File: src/rtl/cmdq_pkg.sv
package cmdq_pkg;

  localparam int OPC_LSB     = 26;
  localparam int OPC_W       = 6;
  localparam int CMD_W       = 32;

  localparam int MC_DIR_BIT  = 25;
  localparam int MC_CNT_LSB  = 12;
  localparam int MC_CNT_MSB  = MC_DIR_BIT - 1;
  localparam int MC_WORDS_W  = MC_CNT_MSB - MC_CNT_LSB + 1;

  localparam int TB_SEL_LSB  = 24;
  localparam int TB_RAM_BIT  = 23;
  localparam int TB_ID_LSB   = 17;
  localparam int TB_ID_W     = 4;

  localparam int IRQ_W         = 8;
  localparam int IRQ_ENG_DONE  = 0;
  localparam int IRQ_COPY_DONE = 1;
  localparam int IRQ_BAD_OPC   = 4;
  localparam int IRQ_Q_OVF     = 5;

  typedef enum logic [OPC_W-1:0] {
    OPC_BLK_GO    = 6'h0E,
    OPC_ADDR_SET  = 6'h10,
    OPC_FENCE     = 6'h11,
    OPC_TBL_LOAD  = 6'h15,
    OPC_MEM_COPY  = 6'h22
  } opcode_e;

  typedef enum logic [1:0] {
    SQ_IDLE,
    SQ_OPND,
    SQ_ENG,
    SQ_COPY
  } seq_state_e;

  typedef struct packed {
    logic [1:0]         sel;
    logic               ram;
    logic [TB_ID_W-1:0] key_id;
  } tbl_fields_t;

endpackage

File: src/rtl/cmdq_fifo.sv
module cmdq_fifo #(
  parameter int DEPTH = 5,
  parameter int W     = 32
) (
  input  logic         clk,
  input  logic         rst_n,
  input  logic         push,
  input  logic [W-1:0] wdata,
  input  logic         pop,
  output logic [W-1:0] rdata,
  output logic         empty,
  output logic         full,
  output logic         drop
);

  localparam int PW = (DEPTH > 1) ? $clog2(DEPTH) : 1;
  localparam int CW = $clog2(DEPTH + 1);

  logic [W-1:0]  mem_q [DEPTH];
  logic [PW-1:0] wp_q, wp_d, rp_q, rp_d;
  logic [CW-1:0] cnt_q, cnt_d;
  logic          push_ok, pop_ok;

  assign full    = (cnt_q == CW'(DEPTH));
  assign empty   = (cnt_q == '0);
  assign push_ok = push && !full;
  assign pop_ok  = pop && !empty;
  assign drop    = push && full;
  assign rdata   = mem_q[rp_q];

  always_comb begin
    wp_d  = wp_q;
    rp_d  = rp_q;
    cnt_d = cnt_q;
    if (push_ok) begin
      wp_d = (wp_q == PW'(DEPTH - 1)) ? '0 : wp_q + 1'b1;
    end
    if (pop_ok) begin
      rp_d = (rp_q == PW'(DEPTH - 1)) ? '0 : rp_q + 1'b1;
    end
    case ({push_ok, pop_ok})
      2'b10:   cnt_d = cnt_q + 1'b1;
      2'b01:   cnt_d = cnt_q - 1'b1;
      default: cnt_d = cnt_q;
    endcase
  end

  always_ff @(posedge clk or negedge rst_n) begin
    if (!rst_n) begin
      wp_q  <= '0;
      rp_q  <= '0;
      cnt_q <= '0;
    end else begin
      wp_q  <= wp_d;
      rp_q  <= rp_d;
      cnt_q <= cnt_d;
    end
  end

  always_ff @(posedge clk) begin
    if (push_ok) begin
      mem_q[wp_q] <= wdata;
    end
  end

  AST_NO_OVERFLOW: assert property (@(posedge clk) disable iff (!rst_n)
    cnt_q <= CW'(DEPTH));
  AST_FULL_DROP: assert property (@(posedge clk) disable iff (!rst_n)
    (full && push) |=> $stable(wp_q));

endmodule

File: src/rtl/cmdq_busy_timer.sv
module cmdq_busy_timer #(
  parameter int TW = 24
) (
  input  logic          clk,
  input  logic          rst_n,
  input  logic          load,
  input  logic [TW-1:0] load_val,
  output logic          busy,
  output logic          done
);

  logic [TW-1:0] cnt_q, cnt_d;
  logic          busy_q, busy_d;

  assign busy = busy_q;
  assign done = busy_q && (cnt_q == TW'(1));

  always_comb begin
    busy_d = busy_q;
    cnt_d  = cnt_q;
    if (load) begin
      busy_d = 1'b1;
      cnt_d  = (load_val == '0) ? TW'(1) : load_val;
    end else if (busy_q) begin
      if (cnt_q == TW'(1)) begin
        busy_d = 1'b0;
      end
      cnt_d = cnt_q - 1'b1;
    end
  end

  always_ff @(posedge clk or negedge rst_n) begin
    if (!rst_n) begin
      busy_q <= 1'b0;
      cnt_q  <= '0;
    end else begin
      busy_q <= busy_d;
      cnt_q  <= cnt_d;
    end
  end

  AST_TMR_HOLD: assert property (@(posedge clk) disable iff (!rst_n)
    (busy_q && cnt_q > TW'(1)) |=> busy_q);
  AST_TMR_END: assert property (@(posedge clk) disable iff (!rst_n)
    (done && !load) |=> !busy_q);

endmodule

File: src/rtl/cmdq_seq.sv
module cmdq_seq
  import cmdq_pkg::*;
#(
  parameter int BLK_W    = 12,
  parameter int CYC_BLK  = 176,
  parameter int CYC_WORD = 1,
  parameter int TW       = 24
) (
  input  logic                  clk,
  input  logic                  rst_n,
  input  logic                  q_empty,
  input  logic [CMD_W-1:0]      q_head,
  input  logic                  eng_done,
  input  logic                  copy_done,
  output logic                  q_pop,
  output logic                  eng_load,
  output logic [TW-1:0]         eng_len,
  output logic                  copy_load,
  output logic [TW-1:0]         copy_len,
  output logic                  bad_opc,
  output logic [CMD_W-1:0]      src_addr,
  output logic [CMD_W-1:0]      copy_addr,
  output logic                  copy_dir,
  output logic [MC_WORDS_W-1:0] copy_words,
  output tbl_fields_t           tbl,
  output logic                  tbl_load,
  output logic                  xfer_ack
);

  seq_state_e            state_q, state_d;
  logic                  is_copy_q, is_copy_d;
  logic [CMD_W-1:0]      src_q, src_d, caddr_q, caddr_d;
  logic                  cdir_q, cdir_d;
  logic [MC_WORDS_W-1:0] cwords_q, cwords_d;
  tbl_fields_t           tbl_q, tbl_d;
  logic                  tload_q, tload_d;
  logic                  ack_q, ack_d;
  logic [BLK_W:0]        nblk;
  logic [OPC_W-1:0]      opc;

  assign opc      = q_head[CMD_W-1:OPC_LSB];
  assign nblk     = {1'b0, q_head[BLK_W-1:0]} + 1'b1;
  assign eng_len  = TW'(nblk) * TW'(CYC_BLK);
  assign copy_len = TW'(cwords_q) * TW'(CYC_WORD);

  assign src_addr   = src_q;
  assign copy_addr  = caddr_q;
  assign copy_dir   = cdir_q;
  assign copy_words = cwords_q;
  assign tbl        = tbl_q;
  assign tbl_load   = tload_q;
  assign xfer_ack   = ack_q;

  always_comb begin
    state_d   = state_q;
    is_copy_d = is_copy_q;
    src_d     = src_q;
    caddr_d   = caddr_q;
    cdir_d    = cdir_q;
    cwords_d  = cwords_q;
    tbl_d     = tbl_q;
    tload_d   = 1'b0;
    ack_d     = 1'b0;
    q_pop     = 1'b0;
    eng_load  = 1'b0;
    copy_load = 1'b0;
    bad_opc   = 1'b0;
    case (state_q)
      SQ_IDLE: begin
        if (!q_empty) begin
          q_pop = 1'b1;
          case (opc)
            OPC_BLK_GO: begin
              eng_load = 1'b1;
              state_d  = SQ_ENG;
            end
            OPC_ADDR_SET: begin
              is_copy_d = 1'b0;
              state_d   = SQ_OPND;
            end
            OPC_MEM_COPY: begin
              is_copy_d = 1'b1;
              cdir_d    = q_head[MC_DIR_BIT];
              cwords_d  = q_head[MC_CNT_MSB:MC_CNT_LSB];
              state_d   = SQ_OPND;
            end
            OPC_FENCE: begin
              ack_d = 1'b1;
            end
            OPC_TBL_LOAD: begin
              tbl_d.sel    = q_head[TB_SEL_LSB+1:TB_SEL_LSB];
              tbl_d.ram    = q_head[TB_RAM_BIT];
              tbl_d.key_id = q_head[TB_ID_LSB+TB_ID_W-1:TB_ID_LSB];
              tload_d      = 1'b1;
            end
            default: begin
              bad_opc = 1'b1;
            end
          endcase
        end
      end
      SQ_OPND: begin
        if (!q_empty) begin
          q_pop = 1'b1;
          if (is_copy_q) begin
            caddr_d   = q_head;
            copy_load = 1'b1;
            state_d   = SQ_COPY;
          end else begin
            src_d   = q_head;
            state_d = SQ_IDLE;
          end
        end
      end
      SQ_ENG: begin
        if (eng_done) begin
          state_d = SQ_IDLE;
        end
      end
      SQ_COPY: begin
        if (copy_done) begin
          state_d = SQ_IDLE;
        end
      end
      default: state_d = SQ_IDLE;
    endcase
  end

  always_ff @(posedge clk or negedge rst_n) begin
    if (!rst_n) begin
      state_q   <= SQ_IDLE;
      is_copy_q <= 1'b0;
      src_q     <= '0;
      caddr_q   <= '0;
      cdir_q    <= 1'b0;
      cwords_q  <= '0;
      tbl_q     <= '0;
      tload_q   <= 1'b0;
      ack_q     <= 1'b0;
    end else begin
      state_q   <= state_d;
      is_copy_q <= is_copy_d;
      src_q     <= src_d;
      caddr_q   <= caddr_d;
      cdir_q    <= cdir_d;
      cwords_q  <= cwords_d;
      tbl_q     <= tbl_d;
      tload_q   <= tload_d;
      ack_q     <= ack_d;
    end
  end

  AST_SEQ_ENG_WAIT: assert property (@(posedge clk) disable iff (!rst_n)
    (state_q == SQ_ENG && !eng_done) |=> state_q == SQ_ENG);

endmodule

File: src/rtl/cmdq_irq.sv
module cmdq_irq #(
  parameter int W = 8
) (
  input  logic         clk,
  input  logic         rst_n,
  input  logic [W-1:0] set,
  input  logic         clr_we,
  input  logic [W-1:0] clr_mask,
  input  logic         en_we,
  input  logic [W-1:0] en_data,
  output logic [W-1:0] stat,
  output logic         irq
);

  logic [W-1:0] stat_q, stat_d, en_q, en_d, clr_eff;

  assign stat    = stat_q;
  assign irq     = |(stat_q & en_q);
  assign clr_eff = clr_we ? clr_mask : '0;

  always_comb begin
    stat_d = (stat_q & ~clr_eff) | set;
    en_d   = en_we ? en_data : en_q;
  end

  always_ff @(posedge clk or negedge rst_n) begin
    if (!rst_n) begin
      stat_q <= '0;
      en_q   <= '0;
    end else begin
      stat_q <= stat_d;
      en_q   <= en_d;
    end
  end

  AST_W1C_CLEARS: assert property (@(posedge clk) disable iff (!rst_n)
    (clr_we && ((clr_mask & set) == '0)) |=> ((stat_q & $past(clr_mask)) == '0));
  AST_SET_WINS: assert property (@(posedge clk) disable iff (!rst_n)
    (set != '0) |=> ((stat_q & $past(set)) == $past(set)));

endmodule

File: src/rtl/cmdq_frontend.sv
module cmdq_frontend
  import cmdq_pkg::*;
#(
  parameter int Q_DEPTH  = 5,
  parameter int BLK_W    = 12,
  parameter int CYC_BLK  = 176,
  parameter int CYC_WORD = 1,
  parameter int TMR_W    = 24
) (
  input  logic        clk,
  input  logic        rst_n,
  input  logic        cq_wr_en,
  input  logic [31:0] cq_wr_data,
  input  logic        irq_clr_we,
  input  logic [7:0]  irq_clr_mask,
  input  logic        irq_en_we,
  input  logic [7:0]  irq_en_data,
  output logic [2:0]  status_o,
  output logic [7:0]  irq_stat_o,
  output logic        irq_o,
  output logic [31:0] src_addr_o,
  output logic [31:0] copy_addr_o,
  output logic        copy_dir_o,
  output logic [12:0] copy_words_o,
  output logic        tbl_load_o,
  output logic [1:0]  tbl_sel_o,
  output logic        tbl_ram_o,
  output logic [3:0]  tbl_key_id_o,
  output logic        xfer_ack_o
);

  logic              rst_meta_q, rst_int_n;
  logic [CMD_W-1:0]  q_head;
  logic              q_empty, q_full, q_drop, q_pop;
  logic              eng_load, eng_busy, eng_done;
  logic              copy_load, copy_busy, copy_done;
  logic [TMR_W-1:0]  eng_len, copy_len;
  logic              bad_opc;
  logic [IRQ_W-1:0]  irq_set;
  tbl_fields_t       tbl;

  always_ff @(posedge clk or negedge rst_n) begin
    if (!rst_n) begin
      rst_meta_q <= 1'b0;
      rst_int_n  <= 1'b0;
    end else begin
      rst_meta_q <= 1'b1;
      rst_int_n  <= rst_meta_q;
    end
  end

  cmdq_fifo #(.DEPTH(Q_DEPTH), .W(CMD_W)) u_fifo (
    .clk   (clk),
    .rst_n (rst_int_n),
    .push  (cq_wr_en),
    .wdata (cq_wr_data),
    .pop   (q_pop),
    .rdata (q_head),
    .empty (q_empty),
    .full  (q_full),
    .drop  (q_drop)
  );

  cmdq_seq #(
    .BLK_W(BLK_W), .CYC_BLK(CYC_BLK), .CYC_WORD(CYC_WORD), .TW(TMR_W)
  ) u_seq (
    .clk        (clk),
    .rst_n      (rst_int_n),
    .q_empty    (q_empty),
    .q_head     (q_head),
    .eng_done   (eng_done),
    .copy_done  (copy_done),
    .q_pop      (q_pop),
    .eng_load   (eng_load),
    .eng_len    (eng_len),
    .copy_load  (copy_load),
    .copy_len   (copy_len),
    .bad_opc    (bad_opc),
    .src_addr   (src_addr_o),
    .copy_addr  (copy_addr_o),
    .copy_dir   (copy_dir_o),
    .copy_words (copy_words_o),
    .tbl        (tbl),
    .tbl_load   (tbl_load_o),
    .xfer_ack   (xfer_ack_o)
  );

  cmdq_busy_timer #(.TW(TMR_W)) u_eng_tmr (
    .clk      (clk),
    .rst_n    (rst_int_n),
    .load     (eng_load),
    .load_val (eng_len),
    .busy     (eng_busy),
    .done     (eng_done)
  );

  cmdq_busy_timer #(.TW(TMR_W)) u_copy_tmr (
    .clk      (clk),
    .rst_n    (rst_int_n),
    .load     (copy_load),
    .load_val (copy_len),
    .busy     (copy_busy),
    .done     (copy_done)
  );

  always_comb begin
    irq_set                = '0;
    irq_set[IRQ_ENG_DONE]  = eng_done;
    irq_set[IRQ_COPY_DONE] = copy_done;
    irq_set[IRQ_BAD_OPC]   = bad_opc;
    irq_set[IRQ_Q_OVF]     = q_drop;
  end

  cmdq_irq #(.W(IRQ_W)) u_irq (
    .clk      (clk),
    .rst_n    (rst_int_n),
    .set      (irq_set),
    .clr_we   (irq_clr_we),
    .clr_mask (irq_clr_mask),
    .en_we    (irq_en_we),
    .en_data  (irq_en_data),
    .stat     (irq_stat_o),
    .irq      (irq_o)
  );

  assign status_o     = {copy_busy, q_empty, eng_busy};
  assign tbl_sel_o    = tbl.sel;
  assign tbl_ram_o    = tbl.ram;
  assign tbl_key_id_o = tbl.key_id;

  AST_DONE_ON_FALL: assert property (@(posedge clk) disable iff (!rst_int_n)
    $fell(eng_busy) |-> irq_stat_o[IRQ_ENG_DONE]);
  AST_COPY_ON_FALL: assert property (@(posedge clk) disable iff (!rst_int_n)
    $fell(copy_busy) |-> irq_stat_o[IRQ_COPY_DONE]);
  AST_NO_POP_BUSY: assert property (@(posedge clk) disable iff (!rst_int_n)
    eng_busy |-> !q_pop);
  AST_ONE_BUSY: assert property (@(posedge clk) disable iff (!rst_int_n)
    !(eng_busy && copy_busy));
  AST_DROP_FULL: assert property (@(posedge clk) disable iff (!rst_int_n)
    q_drop |-> q_full);

endmodule

File: config.mk
export PLATFORM = sky130hd
export DESIGN_NAME = cmdq_frontend
export DESIGN_NICKNAME = d
export VERILOG_FILES = /design/src/rtl/cmdq_pkg.sv /design/src/rtl/cmdq_fifo.sv /design/src/rtl/cmdq_busy_timer.sv /design/src/rtl/cmdq_seq.sv /design/src/rtl/cmdq_irq.sv /design/src/rtl/cmdq_frontend.sv
export SDC_FILE = /design/constraint.sdc
export NUM_CORES = 1
export LEC_CHECK = 0
export BUFFER_PORTS_ARGS = -buffer_cell sky130_fd_sc_hd__buf_2
export CAP_MARGIN = 20
export CORE_MARGIN = 2
export CORE_UTILIZATION = 53
export CTS_CLUSTER_SIZE = 14
export DETAILED_ROUTE_END_ITERATION = 7
export PLACE_DENSITY = 0.78
export SLEW_MARGIN = 30
export SYNTH_ARGS = -nofsm -noshare
export SYNTH_HDL_FRONTEND = slang
export SYNTH_SLANG_ARGS = --single-unit
File: constraint.sdc
create_clock -name clk -period 4.7 [get_ports clk]
set_input_delay 0.235 -clock clk [delete_from_list [all_inputs] [get_ports clk]]
set_output_delay 0.235 -clock clk [all_outputs]
set_load 0.005 [all_outputs]
* After elaboration in Yosys (flattened, before gate mapping)
Memories as Yosys holds them, arrays and structs flattened. Cells that the tools add are included.
Cells by class: add/subtract/negate cells 7, multiply operators 1, eq/ne operators 20, multiplexer cells 43, bitwise operators 6, reductions and logical operators 25
Operators by type and width (count):
- two-way mux 24 bit | 4
- equality test 24 x 1 -> 1 bit (second input constant) | 2
- logical NOT 24 bit | 2
- subtractor 24 x 1 -> 24 bit (second input constant) | 2
- two-way mux 1 bit | 25
- two-way mux 21 bit | 1
- equality test 6 x 5 -> 1 bit (second input constant) | 3
- multiplier 13 x 4 -> 17 bit (second input constant) | 1
- AND 8 bit | 2
- AND reduction 3 bit | 5
- adder 12 x 1 -> 13 bit (second input constant) | 1
- two-way mux 13 bit | 1
- two-way mux 2 bit | 5
- adder 3 x 1 -> 3 bit (second input constant) | 3
- equality test 3 bit (second input constant) | 3
- two-way mux 8 bit | 1
- inequality test 2 bit (second input constant) | 4
- inverter 8 bit | 1
- bitwise OR 8 x 6 -> 8 bit | 1
- one-hot mux 2 bit (4 select lines) | 1
- nonzero test 2 bit | 4
- OR reduction 8 bit | 1
- equality test 2 bit (second input constant) | 3
- equality test 6 x 4 -> 1 bit (second input constant) | 1
- 16 further kinds | 25
Word-level totals: bits in registers 167, memory bits (writable) 160, input bits 53, output and inout port bits 99, word-level logic and storage cells 125, memories kept 1
Memories:
- u_fifo.mem_q | words 5, width 32, read ports 1, clocked after Yosys merged registers in 0, wr ports 1, line cmdq_fifo.sv:19 | logic [W-1:0] mem_q [DEPTH];

* Longest topological paths before layout
An unclocked memory read counts as a cell.
depth after elaboration 7, gate-level depth with buffers 23, depth with buffers taken out 21

* Hierarchy
A second synthesis with hierarchy kept.
Unflattened totals: cell total of the unflattened synthesis 1227, area, all modules 15698.8 um2
Modules (own cells, without submodules):
- cmdq_fifo | times used 1, cells each 399, area each 6672.6 um2, seq. area each 5029.8 um2
- cmdq_seq | times used 1, cells each 432, area each 5222.5 um2, seq. area each 2252.2 um2
- cmdq_busy_timer | times used 2, cells each 171, area each 1530.2 um2, seq. area each 625.6 um2
- cmdq_irq | times used 1, cells each 47, area each 663.1 um2, seq. area each 400.4 um2
- cmdq_frontend | times used 1, cells each 7, area each 80.1 um2, seq. area each 50.0 um2

* Worst setup path before layout
No wires, ideal clock.
path kind reg-to-reg, start point register u_fifo.rp_q[0], end point register u_eng_tmr.cnt_q[4], library setup time 142 ps, arrival time 4925 ps, data required time 4558 ps, slack -367 ps, stages on the path, launching flop included 21, path buffers 1, clock period less this slack 5067 ps, path through dfrtp_1 > mux4_1 > mux2i_1 > or2_1 > or3_4 > or3_4 > xnor2_2 > inv_1 > ha_1 > inv_1 > fa_1 > inv_1 > ha_1 > clkbuf_1 > and4_1 > and2_1 > a221o_1 > o41ai_1 > a311oi_1 > nor4_1 > a21oi_1
On the way: cells in the longest elaborated chain, start to end 6, elaborated cells on any way between the ends 11, classes of those cells add/sub (1); mul (1); eq/ne (1); mux (5); reduce/logical (2); memory (1)
Ends and longest elaborated chain:
- start: declaration | line cmdq_fifo.sv:20 | logic [PW-1:0] wp_q, wp_d, rp_q, rp_d;
- start signal: assignment | line cmdq_fifo.sv:55 | rp_q <= rp_d;
- memory read (5 x 32 bit) *
- adder 12 x 1 -> 13 bit / equality test 6 x 4 -> 1 bit (equally long branches) | line cmdq_seq.sv:42, cmdq_seq.sv:72
- multiplier 13 x 4 -> 17 bit / two-way mux 1 bit (equally long branches) | line cmdq_seq.sv:43, cmdq_seq.sv:72
- logical NOT 24 bit / two-way mux 1 bit (equally long branches) | line cmdq_busy_timer.sv:23, cmdq_seq.sv:70
- two-way mux 21 bit / two-way mux 1 bit (equally long branches) | line cmdq_busy_timer.sv:23, cmdq_seq.sv:68
- two-way mux 24 bit / nonzero test 2 bit (equally long branches)
- end signal: assignment | line cmdq_busy_timer.sv:38 | cnt_q <= cnt_d;
- end: declaration | line cmdq_busy_timer.sv:12 | logic [TW-1:0] cnt_q, cnt_d;
Mark *: on every way between the ends. The rest lies on a longest branch, timed or not. A chain may end at the register's enable or synchronous reset.

* Worst setup path after layout
start point register u_fifo.rp_q[0], end point register u_eng_tmr.cnt_q[5]
Same word-level chain as after synthesis.

==> results.py <==
metrics = {
    "outcome": {
        "status": "complete, but fails checks",
        "failed_checks": "setup timing",
    },
    "logic_synthesis": {
        "synth_edf_count": 160,
        "ys_ff_latch": 327,
        "synth_xor_area_frac": 0.0432,
        "synthMuxAreaShare": 0.0789,
        "synth_compound_area_frac": 0.0774,
        "ys_seq_area_frac": 0.608,
        "yosysWarnings": 0,
        "synth_cells": 1177,
        "synth-main-ff-cell": "dfrtp_1",
        "synthArstFlopShare": 0.511,
        "synthSimpleGateAreaFrac": 0.112,
        "syn-cell-area_um2": 14800,
        "synth_cell_types": 73,
        "synth_top_family_by_area": "simple AND/OR/NAND/NOR gates",
        "synth_nets": 1282,
        "syn-mean-instance-area_um2": 12.5,
        "synthAdderAreaFrac": 0.0486,
    },
    "worst_setup_path": {
        "startpoint": "u_fifo.rp_q[0]$_DFFE_PN0P_",
        "required_ps": 5120,
        "path_cells": "mux4_2 > mux2i_2 > or2_1 > or3_4 > or3_4 > xnor2_4 > inv_1 > ha_1 > inv_1 > fa_1 > inv_2 > ha_4 > buf_4 > nand4_1 > nor2_1 > o41ai_2 > and3_1 > o2111ai_1 > nor4_1 > buf_4 > a21oi_1",
        "startpoint_type": "register",
        "crit_end": "u_eng_tmr.cnt_q[5]$_DFFE_PN0P_",
        "ff2ff_path_depth": 21,
        "crit_type": "register to register",
        "worst_ep_arrival_time_ps": 5460,
        "cp_slowest_cell": "fa_1",
        "end_kind": "register",
        "r2r-end": "u_eng_tmr.cnt_q[5]$_DFFE_PN0P_",
        "r2r_slack_ps": -340,
        "worstPathMaxFanout": 6,
        "cpPeakStageDelay_ps": 510,
        "worstReg2RegStart": "u_fifo.rp_q[0]$_DFFE_PN0P_",
    },
    "worst_hold_path": {
        "hp-class": "input port to async pin",
    },
    "die": {
        "die_w_um": 171,
        "io_pins": 152,
        "die_area_um2": 29200,
        "std_cell_rows": 61,
        "die_y_um": 171,
        "start_util": 0.535,
        "core_um2": 27600,
    },
    "pwr": {
        "total_power_uw": 9150,
        "power.internal_uw": 6350,
        "p_switching_uw": 2800,
        "p_seq_frac": 0.372,
        "peakVddDrop_mv": 0.319,
        "power_leakage_uw": 0.00797,
        "combPwrFrac": 0.347,
        "pwr-share-clk": 0.281,
        "power.density_nw_per_um2": 497,
        "swShare": 0.306,
    },
    "timing": {
        "fin_crit_sh": 1.07,
        "finalHoldViolCount": 0,
        "drv_slew": 0,
        "fmaxAchievable_mhz": 198,
        "max-slew-margin-rel": 0.485,
        "tightest_slew_ps": 773,
        "finalSetupTns_ps": -1370,
        "final.min_clock_period_ps": 5040,
        "setup_viol": 7,
        "clock-skew-final_ps": 30.7,
        "finalWorstSetupSlack_ps": -340,
        "rsz0062_at_grt": "true",
    },
    "clock_network": {
        "clk_latency_ps": 530,
        "cts.htree.levels": 2,
        "clkTransAtPathRegs_ps": 60,
        "root_buffer": "clkbuf_16",
        "numCtsBuffers": 34,
        "cts_sinks": 327,
        "cts_tree": "yes",
        "clockBufferDepth": 3,
    },
    "routing": {
        "drtIter0Drc": 638,
        "first_pass_iters": 6,
        "route.detailed.drc": 0,
        "routed_via_density": 5.41,
        "postRouteAntennaNets": 0,
        "drt-total-wl_mm": 33.6,
        "vias": 10200,
        "wl_per_cell_um": 17.9,
    },
    "placement": {
        "numPortBuffers": 151,
        "dpl_cell_area_um2": 16600,
        "routabilityCongestion": 0.851,
        "hpwl_mm": 22.5,
    },
    "grt": {
        "grt_max_degree": 89,
        "antenna_found_initial": 0,
        "gr-usage-all-layers": 0.233,
        "grt_pass1_vias": 10100,
        "grt_pass1_wl_mm": 53.2,
        "grt.overflow.total": 0,
    },
    "final_layout": {
        "stdcell_area_um2": 18400,
        "drive_gt1_frac": 0.274,
        "antenna-diode-count": 0,
        "final_nets": 1579,
        "area_delta_synth_final_pct": 24.8,
    },
    "run": {
        "maxCapViolCount": 0,
    },
}
cell usage after synthesis (all sizes together), types with 3 or more instances:
master / number / area share
edfxtp: 160 / 0.33
a22oi: 10 / 0.0051
buf: 18 / 0.0075
nand3: 9 / 0.0030
mux4: 26 / 0.040
a21oi: 28 / 0.0095
nand3b: 5 / 0.0025
dfrtp: 167 / 0.28
or3: 10 / 0.0053
clkbuf: 28 / 0.0071
nor3b: 4 / 0.0020
o21ai: 109 / 0.037
nor2b: 6 / 0.0025
nor3: 17 / 0.0058
a21o: 7 / 0.0036
o211ai: 4 / 0.0020
inv: 67 / 0.017
fa: 9 / 0.012
xor2: 33 / 0.020
nor2: 63 / 0.018
a21boi: 4 / 0.0020
and3: 6 / 0.0025
nor4: 19 / 0.0095
a22o: 4 / 0.0024
or4: 7 / 0.0041
and2: 3 / 0.0013
mux2: 9 / 0.0071
nand2: 155 / 0.039
ha: 43 / 0.036
nor4b: 4 / 0.0024
or2: 7 / 0.0030
a211oi: 6 / 0.0030
a211o: 3 / 0.0018
nand2b: 6 / 0.0025
and2b: 4 / 0.0021
nand4: 6 / 0.0030
mux2i: 47 / 0.032
xnor2: 39 / 0.024
sequential cells by signal (all words and copies together), names as in the netlist, 2 cells and up:
name and cells:
u_copy_tmr.cnt_q 24, u_eng_tmr.cnt_q 24, u_fifo.cnt_q 3, u_fifo.mem_q 160, u_fifo.rp_q 3, u_fifo.wp_q 3
u_irq.en_q 8, u_irq.stat 8, u_seq.copy_addr 32, u_seq.copy_words 13, u_seq.src_addr 32, u_seq.state_q 2
u_seq.tbl 7
cells by family (layout without fill, tap and decap cells):
| family | count (synthesis) | after routing |
|---|---|---|
| adders and majority gates | 52 | 52 |
| muxes | 82 | 82 |
| other | 1 | 1 |
| xor gates and xnor gates | 72 | 72 |
| and+or+nand+nor | 336 | 336 |
| DFF | 327 | 327 |
| buffers and inverters | 113 | 434 |
| AOI/OAI and AO/OA | 194 | 194 |
per-layer routing:
layer	track usage	up-vias	wire, um
li1	-	4790	-
met1	0.306	4992	14100
met2	0.392	292	16400
met3	0.0456	79	2010
met4	0.0807	0	1130
met5	0	-	0
cell type report:
| type | instances | area, um^2 |
|---|---|---|
| fill | 2036 | 9200 |
| sequential | 327 | 8990 |
| multi-input combinational | 737 | 5560 |
| timing repair buffer | 307 | 2080 |
| clock buffer | 48 | 975 |
| tap | 378 | 473 |
| inverter | 67 | 251 |
| clock inverter | 12 | 98.8 |
layout by cell type, fill, tap and decap left out, types with 6 or more instances in the layout:
master	synthesis	routed
inv_2	0	7
a21oi_1	28	23
xor2_1	33	33
ha_1	43	37
mux2i_1	47	43
clkbuf_16	0	35
fa_1	9	9
a22oi_1	10	10
dlygate4sd3_1	0	46
clkbuf_1	28	8
nor3_1	17	16
nand2_1	155	155
mux2_2	8	8
a21o_1	7	7
nand3_1	9	8
buf_2	7	151
inv_1	67	60
mux4_2	25	25
buf_4	5	106
o21ai_0	108	104
edfxtp_1	160	160
dfrtp_1	167	164
nor2_1	60	57
nand2b_1	6	6
nor4_1	17	13
xnor2_1	38	38
worst min path at each step:
stage          startpoint                   end  slack [ps]  cells after the start
6_report            rst_n   rst_int_n$_DFF_PN0_          10                      2
5_1_grt             rst_n   rst_int_n$_DFF_PN0_           6                      2
4_1_cts             rst_n   rst_int_n$_DFF_PN0_         0.3                      2
3_5_place_dp        rst_n  rst_meta_q$_DFF_PN0_          20                      1
3_3_place_gp        rst_n  rst_meta_q$_DFF_PN0_          20                      1
2_1_floorplan       rst_n   rst_int_n$_DFF_PN0_         -60                      0
critical path, delay by kind of cell, from the launching register on:
| family | cells | cell delay [ps] |
|---|---|---|
| xor+xnor | 1 | 180 |
| simple gates | 7 | 1810 |
| flops | 1 | 470 |
| fa+ha+maj | 3 | 1020 |
| mux | 2 | 430 |
| buf+inv | 5 | 480 |
| compound gates | 3 | 540 |
power groups by stage:
stage               sequential, uW  combinational (uW)  clock (uW)
global route                  3430                3480        2720
finish                        3410                3180        2570
global placement              3450                2620           0
detailed placement            3460                2690           0
floorplan                     3450                1530           0
CTS                           3400                3020        2600
per-stage QoR:
stage               setup slack [ps]  std cells  hold slack, ps  utilization
floorplan                       -320       1177           -60.6            -
global placement                -283       1754            20.9        0.599
detailed placement              -395       1755            23.3        0.600
CTS                             -221       1874           0.327        0.664
global route                    -505       1876            5.53        0.667
finish                          -340       1876            11.0        0.667
timing repair:
action | 4_1_cts | 5_1_grt
pin swaps | 34 | 9
hold endpoints to repair | 175 | 0
setup buffers | 15 | 2
setup endpoints to repair | 8 | 10
resized for setup | 29 | 14
hold buffers | 46 | 0
Power figures use the tool's default switching activity.
